==> src/rtl/vpmul_pkg.sv <==
package vpmul_pkg;

    typedef enum logic [1:0] {
        MODE_W16 = 2'b00,
        MODE_W24 = 2'b01,
        MODE_W48 = 2'b10,
        MODE_RSV = 2'b11
    } wl_mode_e;

    typedef enum logic {
        ST_IDLE = 1'b0,
        ST_RUN  = 1'b1
    } ctl_state_e;

    // Selection for one radix-4 Booth digit
    typedef struct packed {
        logic zero;
        logic dbl;
        logic neg;
    } booth_sel_t;

    // Bits {b[2i+1], b[2i], b[2i-1]} map to a digit in -2..+2
    function automatic booth_sel_t booth_decode(input logic [2:0] trip);
        booth_sel_t s;
        s = '{zero: 1'b0, dbl: 1'b0, neg: 1'b0};
        unique case (trip)
            3'b000, 3'b111: s.zero = 1'b1;
            3'b001, 3'b010: s.neg  = 1'b0;
            3'b011:         s.dbl  = 1'b1;
            3'b100: begin s.dbl = 1'b1; s.neg = 1'b1; end
            default:        s.neg  = 1'b1;
        endcase
        return s;
    endfunction

endpackage

==> src/rtl/vpmul_booth.sv <==
module vpmul_booth
    import vpmul_pkg::*;
#(
    parameter int W = 16
) (
    input  logic [W-1:0]   a,
    input  logic [W-1:0]   b,
    output logic [2*W-1:0] p
);
    localparam int PW  = 2 * W;
    localparam int NPP = W / 2;

    // Multiplier with an implicit zero below its LSB
    logic [W:0] bx;
    assign bx = {b, 1'b0};

    always_comb begin
        logic signed [PW-1:0] mcand;
        logic signed [PW-1:0] pp;
        logic signed [PW-1:0] acc;
        booth_sel_t           sel;
        mcand = PW'($signed(a));
        acc   = '0;
        for (int i = 0; i < NPP; i++) begin
            sel = booth_decode(bx[2*i +: 3]);
            if (sel.zero)
                pp = '0;
            else if (sel.dbl)
                pp = mcand <<< 1;
            else
                pp = mcand;
            if (sel.neg)
                pp = -pp;
            acc = acc + (pp <<< (2 * i));
        end
        p = acc;
    end

endmodule

==> src/rtl/vpmul_slice.sv <==
module vpmul_slice #(
    parameter int W   = 24,
    parameter bit TOP = 1'b0
) (
    input  logic                        clk,
    input  logic                        rst,
    input  logic                        load,
    input  logic                        step,
    input  logic [W-1:0]                mc_ld,
    input  logic [W-1:0]                mq_ld,
    input  logic                        add_en,
    input  logic                        sub,
    input  logic                        cin,
    input  logic                        acc_msb_in,
    input  logic                        mq_msb_in,
    output logic                        cout,
    output logic                        sum_lsb,
    output logic                        sum_msb,
    output logic                        mq_lsb,
    output logic [(TOP ? W+1 : W)-1:0]  acc_nx,
    output logic [W-1:0]                mq_nx
);
    // The top slice carries one guard bit for the sign
    localparam int AW = TOP ? W + 1 : W;

    logic [W-1:0]  mc_r;
    logic [W-1:0]  mq_r;
    logic [AW-1:0] acc_r;
    logic [AW-1:0] mc_ext;
    logic [AW-1:0] addend;
    logic [AW-1:0] sum;

    generate
        if (TOP) begin : g_guard
            assign mc_ext = {mc_r[W-1], mc_r};
        end else begin : g_plain
            assign mc_ext = mc_r;
        end
    endgenerate

    assign addend         = add_en ? (sub ? ~mc_ext : mc_ext) : '0;
    assign {cout, sum}    = {1'b0, acc_r} + {1'b0, addend} + (AW+1)'(cin);
    assign sum_lsb        = sum[0];
    assign sum_msb        = sum[AW-1];
    assign mq_lsb         = mq_r[0];
    assign acc_nx         = {acc_msb_in, sum[AW-1:1]};
    assign mq_nx          = {mq_msb_in, mq_r[W-1:1]};

    always_ff @(posedge clk) begin
        if (rst) begin
            mc_r  <= '0;
            mq_r  <= '0;
            acc_r <= '0;
        end else if (load) begin
            mc_r  <= mc_ld;
            mq_r  <= mq_ld;
            acc_r <= '0;
        end else if (step) begin
            acc_r <= acc_nx;
            mq_r  <= mq_nx;
        end
    end

endmodule

==> src/rtl/vpmul_ctrl.sv <==
module vpmul_ctrl
    import vpmul_pkg::*;
#(
    parameter int SW = 24
) (
    input  logic     clk,
    input  logic     rst,
    input  logic     en,
    input  logic     start,
    input  wl_mode_e mode,
    output logic     busy,
    output logic     accept_booth,
    output logic     accept_ser,
    output logic     load_b,
    output logic     step,
    output logic     step_b,
    output logic     last,
    output logic     mode48
);
    localparam int FW = 2 * SW;
    localparam int CW = $clog2(FW);

    ctl_state_e    state;
    logic [CW-1:0] cnt;
    logic          m48_q;
    logic          accept_any;

    assign accept_any   = en & start & (state == ST_IDLE);
    assign accept_booth = accept_any & (mode == MODE_W16);
    assign accept_ser   = accept_any & ((mode == MODE_W24) | (mode == MODE_W48));
    assign load_b       = accept_ser & (mode == MODE_W48);
    assign busy         = (state == ST_RUN);
    assign step         = en & busy;
    assign step_b       = step & m48_q;
    assign last         = step & (cnt == '0);
    assign mode48       = m48_q;

    always_ff @(posedge clk) begin
        if (rst) begin
            state <= ST_IDLE;
            cnt   <= '0;
            m48_q <= 1'b0;
        end else if (en) begin
            if (accept_ser) begin
                state <= ST_RUN;
                m48_q <= (mode == MODE_W48);
                cnt   <= (mode == MODE_W48) ? CW'(FW - 1) : CW'(SW - 1);
            end else if (state == ST_RUN) begin
                if (cnt == '0)
                    state <= ST_IDLE;
                else
                    cnt <= cnt - 1'b1;
            end
        end
    end

endmodule

==> src/rtl/vpmul_top.sv <==
module vpmul_top
    import vpmul_pkg::*;
#(
    parameter int SW = 24,
    parameter int BW = 16
) (
    input  logic              clk,
    input  logic              rst,
    input  logic              en,
    input  logic              start,
    input  logic [1:0]        mode,
    input  logic [2*SW-1:0]   op_a,
    input  logic [2*SW-1:0]   op_b,
    output logic              busy,
    output logic              done,
    output logic [4*SW-1:0]   product,
    output logic              sleep_a,
    output logic              sleep_b
);
    localparam int FW = 2 * SW;
    localparam int PW = 2 * FW;

    wl_mode_e mode_e;
    logic accept_booth, accept_ser, load_b, step, step_b, last, mode48;
    logic done_q;

    assign mode_e = wl_mode_e'(mode);

    vpmul_ctrl #(.SW(SW)) u_ctrl (
        .clk          (clk),
        .rst          (rst),
        .en           (en),
        .start        (start),
        .mode         (mode_e),
        .busy         (busy),
        .accept_booth (accept_booth),
        .accept_ser   (accept_ser),
        .load_b       (load_b),
        .step         (step),
        .step_b       (step_b),
        .last         (last),
        .mode48       (mode48)
    );

    // Short products
    logic [2*BW-1:0] booth_p;

    vpmul_booth #(.W(BW)) u_booth (
        .a (op_a[BW-1:0]),
        .b (op_b[BW-1:0]),
        .p (booth_p)
    );

    // Serial slices: A is the upper (or sole) slice, B the lower
    logic          cout_a, cout_b;
    logic          sum_lsb_a, sum_lsb_b, sum_msb_a, sum_msb_b;
    logic          mq_lsb_a, mq_lsb_b;
    logic [SW:0]   acc_nx_a;
    logic [SW-1:0] acc_nx_b, mq_nx_a, mq_nx_b;
    logic          bit_cur, cin_a, cin_b, mq_in_a;
    logic [SW-1:0] mc_ld_a, mq_ld_a;
    logic          wide_in;

    assign wide_in = (mode_e == MODE_W48);
    assign mc_ld_a = wide_in ? op_a[FW-1:SW] : op_a[SW-1:0];
    assign mq_ld_a = wide_in ? op_b[FW-1:SW] : op_b[SW-1:0];

    assign bit_cur = mode48 ? mq_lsb_b : mq_lsb_a;
    assign cin_b   = bit_cur & last;
    assign cin_a   = mode48 ? cout_b : (bit_cur & last);
    assign mq_in_a = mode48 ? sum_lsb_b : sum_lsb_a;

    vpmul_slice #(.W(SW), .TOP(1'b1)) u_slice_a (
        .clk        (clk),
        .rst        (rst),
        .load       (accept_ser),
        .step       (step),
        .mc_ld      (mc_ld_a),
        .mq_ld      (mq_ld_a),
        .add_en     (bit_cur),
        .sub        (last),
        .cin        (cin_a),
        .acc_msb_in (sum_msb_a),
        .mq_msb_in  (mq_in_a),
        .cout       (cout_a),
        .sum_lsb    (sum_lsb_a),
        .sum_msb    (sum_msb_a),
        .mq_lsb     (mq_lsb_a),
        .acc_nx     (acc_nx_a),
        .mq_nx      (mq_nx_a)
    );

    vpmul_slice #(.W(SW), .TOP(1'b0)) u_slice_b (
        .clk        (clk),
        .rst        (rst),
        .load       (load_b),
        .step       (step_b),
        .mc_ld      (op_a[SW-1:0]),
        .mq_ld      (op_b[SW-1:0]),
        .add_en     (bit_cur),
        .sub        (last),
        .cin        (cin_b),
        .acc_msb_in (sum_lsb_a),
        .mq_msb_in  (mq_lsb_a),
        .cout       (cout_b),
        .sum_lsb    (sum_lsb_b),
        .sum_msb    (sum_msb_b),
        .mq_lsb     (mq_lsb_b),
        .acc_nx     (acc_nx_b),
        .mq_nx      (mq_nx_b)
    );

    logic unused_slice_bits;
    assign unused_slice_bits = ^{cout_a, sum_msb_b, acc_nx_a[SW]};

    logic [FW-1:0] p_mid;
    logic [PW-1:0] p_wide;
    assign p_mid  = {acc_nx_a[SW-1:0], mq_nx_a};
    assign p_wide = {acc_nx_a[SW-1:0], acc_nx_b, mq_nx_a, mq_nx_b};

    always_ff @(posedge clk) begin
        if (rst) begin
            product <= '0;
            done_q  <= 1'b0;
        end else if (en) begin
            done_q <= accept_booth | last;
            if (accept_booth)
                product <= PW'($signed(booth_p));
            else if (last)
                product <= mode48 ? p_wide : PW'($signed(p_mid));
        end
    end

    assign done    = done_q & en;
    assign sleep_a = ~(en & busy);
    assign sleep_b = ~(en & busy & mode48);

endmodule

==> config.mk <==
export PLATFORM = sky130hd
export DESIGN_NAME = vpmul_top
export DESIGN_NICKNAME = d
export VERILOG_FILES = /design/src/rtl/vpmul_pkg.sv /design/src/rtl/vpmul_booth.sv /design/src/rtl/vpmul_slice.sv /design/src/rtl/vpmul_ctrl.sv /design/src/rtl/vpmul_top.sv
export SDC_FILE = /design/constraint.sdc
export NUM_CORES = 1
export LEC_CHECK = 0
export BUFFER_PORTS_ARGS = -buffer_cell sky130_fd_sc_hd__buf_2
export CORE_ASPECT_RATIO = 0.75
export CORE_MARGIN = 3
export CORE_UTILIZATION = 40
export CTS_CLUSTER_DIAMETER = 50
export CTS_CLUSTER_SIZE = 40
export DETAILED_ROUTE_END_ITERATION = 16
export SETUP_SLACK_MARGIN = 0.15
export SLEW_MARGIN = 20
export SYNTH_ARGS = -nofsm -noshare
export SYNTH_HDL_FRONTEND = slang
export SYNTH_SLANG_ARGS = --single-unit
==> constraint.sdc <==
create_clock -name clk -period 12.5 [get_ports clk]
set_input_delay 1.25 -clock clk [delete_from_list [all_inputs] [get_ports clk]]
set_output_delay 1.25 -clock clk [all_outputs]
set_load 0.01 [all_outputs]
==> flow_metrics.env, run 1 <==
export IMPL_critical_path_most_common_cell="fa_1"
export IMPL_hold_buffers=0
export IMPL_required_ns=12.89
export IMPL_dp_slack_ns=1.50
export IMPL_core_um2=64000
export IMPL_grt_max_degree=64
export IMPL_grt_antenna_before_repair=4
export IMPL_crit_path_end_kind="register"
export IMPL_fillers=6551
export IMPL_hold_viol_final=0
export IMPL_hold_class="reg -> reg"
export IMPL_drt_iter0_drc=3867
export IMPL_clk_latency_ns=0.54
export IMPL_grt_pass1_wl_um=149000
export IMPL_rsz0062_at_grt="no"
export IMPL_worst_path_max_delay_cell="a21o_2"
export IMPL_seqPwrFrac_pct=17.8
export IMPL_worst_r2r_path_depth=33
export IMPL_die_x_um=300
export IMPL_skew_ns=0.0473
export IMPL_timing_hold_ws_ns=0.464
export IMPL_via_per_inst=6.02
export IMPL_drv_slew=0
export IMPL_numCtsBuffers=15
export IMPL_synth_top_area_share_pct=19.2
export IMPL_worst_pin_slew_ns=1.09
export IMPL_drt_total_wl_um=99200
export IMPL_ir_worst_vdd_v=0.000331
export IMPL_synth_common_cells="nand2_1 (517), nor2_1 (360), a21oi_1 (287)"
export IMPL_start_util_pct=40.7
export IMPL_ioPinCount=202
export IMPL_grt_pass1_vias=24000
export IMPL_cts_tree="built"
export IMPL_synth_distinct_cells=87
export IMPL_p_sw_uw=2540
export IMPL_syn_inst=3531
export IMPL_hpwl_um=73500
export IMPL_dieArea_um2=68200
export IMPL_fp_dieH_um=227
export IMPL_syn_area_per_cell_um2=7.37
export IMPL_finalInstanceArea_um2=28000
export IMPL_numClockSinks=249
export IMPL_drive_above_1_share_pct=11.1
export IMPL_netlist_top_cells_area="dfxtp_1 (19%), fa_1 (10%), nand2_1 (7.5%), a21oi_1 (5.5%), xnor2_1 (5.5%)"
export IMPL_crit_type="in -> reg"
export IMPL_comb_power_share_pct=70.8
export IMPL_cts_path_max_buffers=3
export IMPL_dpl_cell_area_um2=27400
export IMPL_seq_area_frac_synth_pct=19.2
export IMPL_yosysMostFrequentCell="nand2_1"
export IMPL_ys_ff_latch=249
export IMPL_portBuffers=201
export IMPL_worstSetupStartpointType="input pin"
export IMPL_p_sw_share_pct=49.3
export IMPL_drc_errors=0
export IMPL_route_vias_total=26300
export IMPL_dr_pass1_iters=10
export IMPL_worst_slack_ns=1.88
export IMPL_slew_headroom_pct=26.7
export IMPL_htree_levels=1
export IMPL_post_drt_wl_per_cell_um=22.7
export IMPL_post_route_period_util_pct=85.0
export IMPL_synthArstFlopShare_pct=0
export IMPL_path_clk_slew_ns=0.09
export IMPL_cap_violations=0
export IMPL_grt_util_all_layers_pct=28.2
export IMPL_run_status="complete, no violations"
export IMPL_netlist_area_um2=26000
export IMPL_clkPwrFrac_pct=11.4
export IMPL_synthFlopType="dfxtp_1"
export IMPL_post_cts_buffers=0
export IMPL_synth_edf_count=0
export IMPL_yosys_area_top_type="dfxtp_1"
export IMPL_cts_root_buf="clkbuf_16"
export IMPL_routabilityCongestion=1.01
export IMPL_hold_path_depth=2
export IMPL_ys_warn_count=0
export IMPL_p_int_uw=2600
export IMPL_syn2layout_area_growth_pct=7.54
export IMPL_fin_crit_ns=10.62
export IMPL_nNetsFinal=3847
export IMPL_setup_viol=0
export IMPL_rows=80
export IMPL_crit_arrival_ns=11.01
export IMPL_grt_remaining_overflow=0
export IMPL_setup_tns_ns=0
export IMPL_syn_nets=3873
export IMPL_path_max_fanout=43
export IMPL_cts_resized=0
export IMPL_fmax_ghz=0.0942
export IMPL_ant_nets=0
export IMPL_p_leak_uw=0.0113
export IMPL_cpPeakStageDelay_ns=0.72
export IMPL_p_per_area_nw_per_um2=184
## routing by layer
| layer | GRT usage (%) | vias up | routed length [um] |
|---|---|---|---|
| li1 | - | 12300 | - |
| met1 | 41.3 | 12500 | 44500 |
| met4 | 7.18 | 0 | 2740 |
| met2 | 39.6 | 1337 | 39800 |
| met5 | 0 | - | 0 |
| met3 | 8.83 | 157 | 12200 |
## layout make-up
type	instances	area (um2)	share of cell area (%)
clock inverters	8	106	0.380
well taps	861	1080	3.85
diodes	2	5.00	0.0179
multi-input cells	2808	19300	68.9
inverters	168	631	2.25
clock buffers	18	417	1.49
flip-flops and latches	249	4990	17.8
repair buffers	263	1490	5.31
## placed cells by master, fill, tap and decap left out, types with 36 or more instances in the layout
cell type  synthesis  routed
nand2_1          517     514
nor2_1           360     359
a21oi_1          287     287
dfxtp_1          249     248
o21ai_0          221     220
buf_2              6     200
xnor2_1          162     162
inv_1            164     162
fa_1             135     135
ha_1             105     104
a211oi_1          71      71
xor2_1            70      70
mux2i_1           64      63
buf_4              1      62
nor2b_1           55      55
a22oi_1           52      52
a311oi_1          51      51
nand3_1           49      49
nor3_1            42      41
o221ai_1          38      38
a21o_1            37      36
nand2b_1          36      36
## metrics by stage
stage | cells | util (%) | total power (uW)
after floorplan | 3531 | - | 3520
after global placement | 4349 | 42.9 | 4530
after detailed placement | 4349 | 42.9 | 4530
after CTS | 4375 | 43.7 | 5120
after global routing | 4377 | 43.7 | 5620
final | 4377 | 43.7 | 5140
## flip-flops by register name, summed over array words and instances (netlist names), 6 cells and up
signal,count
u_slice_b.mc_ext,24
u_slice_b.acc_r,24
u_slice_a.mc_r,24
u_slice_a.mq_r,24
product,96
u_slice_b.mq_r,24
u_ctrl.cnt,6
u_slice_a.acc_r,24
## kinds of logic (layout without fill, tap and decap cells)
logic type | Yosys count | after routing | share of synthesized area (%)
buffers and inverters | 474 | 457 | 7.03
flip-flops | 249 | 249 | 19.2
AND/OR/NAND/NOR | 1241 | 1241 | 21.9
adder cells (fa/ha/maj) | 240 | 240 | 15.4
other | 0 | 2 | 0
multiplexers | 65 | 65 | 2.51
AO/OA/AOI/OAI | 1027 | 1027 | 25.9
XOR/XNOR | 235 | 235 | 8.07
## critical path, delay by kind of cell
| family | cells | cell delay (ns) |
|---|---|---|
| AO/OA/AOI/OAI | 13 | 3.25 |
| XOR/XNOR | 1 | 0.18 |
| adder cells (fa/ha/maj) | 6 | 2.70 |
| buffers and inverters | 4 | 0.97 |
| AND/OR/NAND/NOR | 7 | 2.57 |
## power by group through the flow
stage	logic [uW]	registers, uW	clock network (uW)
final	3640	915	587
after global routing	4080	921	623
after CTS	3610	915	594
after detailed placement	3590	933	0
after global placement	3600	933	0
after floorplan	2580	939	0
## worst paths after layout
kind	start	end	slack, ns
setup / recovery	op_b[3]	product[41]	1.88
hold / removal	u_slice_b.acc_r[9]	u_slice_b.acc_r[9]	0.46
setup reg to reg	u_ctrl.cnt[2]	product[51]	3.74
hold reg to reg	u_slice_b.acc_r[9]	u_slice_b.acc_r[9]	0.46
No activity file was read; power rests on OpenSTA's default activity.
==> inputs of run 2 (changes only) <==
Settings changed: ABC_AREA from default to 1.
Clock period 12.5 ns to 10.45 ns, I/O delays scaled along.
==> flow_metrics.env, run 2 <==
export IMPL_worstSetupStartpointType="input pin"
export IMPL_fmax_ghz=0.119
export IMPL_synth_distinct_cells=56
export IMPL_timing_rr_end="product[94]"
export IMPL_path_delay_family="simple AND/OR/NAND/NOR gates"
export IMPL_grt_util_all_layers_pct=27.9
export IMPL_syn_inst=3599
export IMPL_portBuffers=201
export IMPL_dieArea_um2=65100
export IMPL_skew_ns=0.0255
export IMPL_grt_pass1_wl_um=140000
export IMPL_ant_nets=0
export IMPL_path_buf_inv=10
export IMPL_netlist_area_um2=24800
export IMPL_nNetsFinal=3997
export IMPL_core_um2=60900
export IMPL_layout_common_cells="nand2_1 (798), inv_1 (433), o21ai_0 (417)"
export IMPL_seq_area_frac_synth_pct=20.1
export IMPL_syn2layout_area_growth_pct=7.69
export IMPL_crit_arrival_ns=8.78
export IMPL_numClockSinks=249
export IMPL_route_vias_total=25100
export IMPL_final_common_cell="nand2_1"
export IMPL_fin_crit_ns=8.37
export IMPL_worst_r2r_path_depth=32
export IMPL_drc_errors=0
export IMPL_clk_latency_ns=0.54
export IMPL_grt_pass1_vias=22400
export IMPL_crit_type="in -> reg"
export IMPL_numCtsBuffers=16
export IMPL_run_status="complete, no violations"
export IMPL_synthArstFlopShare_pct=0
export IMPL_post_drt_wl_per_cell_um=21.2
export IMPL_largest_register_ffs=96
export IMPL_rsz0062_at_grt="no"
export IMPL_worst_pin_slew_ns=1.11
export IMPL_worst_path_max_delay_cell="o21ai_4"
export IMPL_cap_violations=0
export IMPL_via_per_inst=5.63
export IMPL_rows=78
export IMPL_grt_antenna_before_repair=7
export IMPL_crit_path_end_kind="register"
export IMPL_hold_class="reg -> reg"
export IMPL_slew_headroom_pct=25.6
export IMPL_netlist_top_cells_area="dfxtp_1 (20%), nand2_1 (12%), fa_1 (11%), o21ai_0 (8.4%), inv_1 (6.6%)"
export IMPL_die_x_um=294
export IMPL_grt_max_degree=107
export IMPL_drt_total_wl_um=94600
export IMPL_setup_tns_ns=0
export IMPL_hold_viol_final=0
export IMPL_p_per_area_nw_per_um2=272
export IMPL_p_leak_uw=0.0123
export IMPL_dp_slack_ns=1.73
export IMPL_path_depth=37
export IMPL_fp_dieH_um=222
export IMPL_r2r_setup_slack_ns=2.49
export IMPL_start_util_pct=40.7
export IMPL_cts_resized=0
export IMPL_required_ns=10.86
export IMPL_drt_iter0_drc=3209
export IMPL_syn_nets=3941
export IMPL_post_cts_buffers=0
export IMPL_hold_buffers=0
export IMPL_grt_remaining_overflow=0
export IMPL_ir_worst_vdd_v=0.000543
export IMPL_setup_viol=0
export IMPL_crit_end="product[57]"
export IMPL_synthFlopType="dfxtp_1"
export IMPL_routabilityCongestion=0.973
export IMPL_ys_warn_count=0
export IMPL_startpoint="op_b[1]"
export IMPL_post_route_period_util_pct=80.1
export IMPL_cts_path_max_buffers=3
export IMPL_ys_ff_latch=249
export IMPL_drv_slew=0
export IMPL_path_clk_slew_ns=0.11
export IMPL_largest_register="product"
export IMPL_dr_pass1_iters=6
export IMPL_htree_levels=1
export IMPL_yosys_area_top_type="dfxtp_1"
export IMPL_cpPeakStageDelay_ns=0.61
export IMPL_synth_edf_count=0
export IMPL_cts_root_buf="clkbuf_16"
export IMPL_syn_area_per_cell_um2=6.89
export IMPL_r2r_start="u_ctrl.cnt[0]"
export IMPL_cts_tree="built"
export IMPL_ioPinCount=202
export IMPL_hpwl_um=73800
export IMPL_critical_path_most_common_cell="nand2_1"
export IMPL_path_max_fanout=25
export IMPL_yosysMostFrequentCell="nand2_1"
export IMPL_synth_top_area_share_pct=20.1
export IMPL_worst_slack_ns=2.08
export IMPL_timing_hold_ws_ns=0.480
export IMPL_drive_above_1_share_pct=12.4
export IMPL_synth_common_cells="nand2_1 (800), inv_1 (435), o21ai_0 (418)"
==> run 2: cell count changes in the layout (fill, tap and decap cells not counted), sizes merged, moves of 57 or more <==
cell,delta
nand2,+310
inv,+285
o21ai,+205
nand3,+194
nor2,-155
xnor2,-99
a211oi,-70
mux2i,-64
nor3,-57
==> run 2: kinds of logic (layout without fill, tap and decap cells) <==
family | count (synthesis) | count (layout) | share of synthesized area [%]
flip-flops | 249 | 249 | 20.1
adder cells (fa/ha/maj) | 240 | 240 | 16.2
other | 0 | 2 | 0
buffers and inverters | 650 | 716 | 10.7
AO/OA/AOI/OAI | 937 | 937 | 23.5
AND/OR/NAND/NOR | 1364 | 1364 | 23.9
XOR/XNOR | 159 | 159 | 5.61
==> run 2: how the worst min path moves through the flow <==
stage	from	endpoint	slack (ns)	cells past startpoint
2_1_floorplan	u_slice_a.acc_r[0]	u_slice_a.acc_r[0]	0.44	2
3_3_place_gp	u_slice_a.acc_r[0]	u_slice_a.acc_r[0]	0.46	2
3_5_place_dp	u_slice_a.acc_r[0]	u_slice_a.acc_r[0]	0.46	2
4_1_cts	u_slice_b.acc_r[19]	u_slice_b.acc_r[19]	0.48	2
5_1_grt	u_ctrl.cnt[3]	u_ctrl.cnt[3]	0.50	2
6_report	u_slice_b.acc_r[19]	u_slice_b.acc_r[19]	0.48	2
==> run 2: per-stage QoR <==
stage | std cells | area, um2 | total power (uW) | utilization [%]
floorplan | 3599 | 24800 | 4880 | -
global placement | 4437 | 26100 | 6420 | 42.9
detailed placement | 4437 | 26100 | 6400 | 42.9
CTS | 4465 | 26700 | 7160 | 43.9
global route | 4466 | 26700 | 7940 | 43.9
finish | 4467 | 26700 | 7260 | 43.9
==> run 2: power by group <==
group	internal (uW)	switching (uW)	total, uW
clock network	329	410	740
logic	1870	3620	5490
registers	995	35.8	1030
total	3200	4070	7260
==> run 2: layout make-up <==
type                            count  area [um2]
Tap cell                          800        1000
Fill cell                        6381       34200
Antenna cell                        2        5.00
Inverter                          458        1720
Timing Repair Buffer              230        1240
Clock buffer                       18         439
Sequential cell                   249        4990
Clock inverter                     10         131
Multi-Input combinational cell   2700       17200
==> run 2: per-layer routing <==
metal | GRT usage [%] | share of wire [%] | vias up
met2 | 38.4 | 39 | 1259
met3 | 8.46 | 13 | 103
met4 | 4.20 | 1.8 | 4
met1 | 42.9 | 46 | 11800
met5 | 0 | 0.033 | -
li1 | - | - | 11900
==> run 2: worst register-to-register path, delay by kind of cell, from the launching register on <==
family	cells	cell delay [ns]
flip-flops	1	0.31
AO/OA/AOI/OAI	9	1.96
buffers and inverters	6	1.93
AND/OR/NAND/NOR	12	1.78
XOR/XNOR	1	0.46
adder cells (fa/ha/maj)	4	1.47
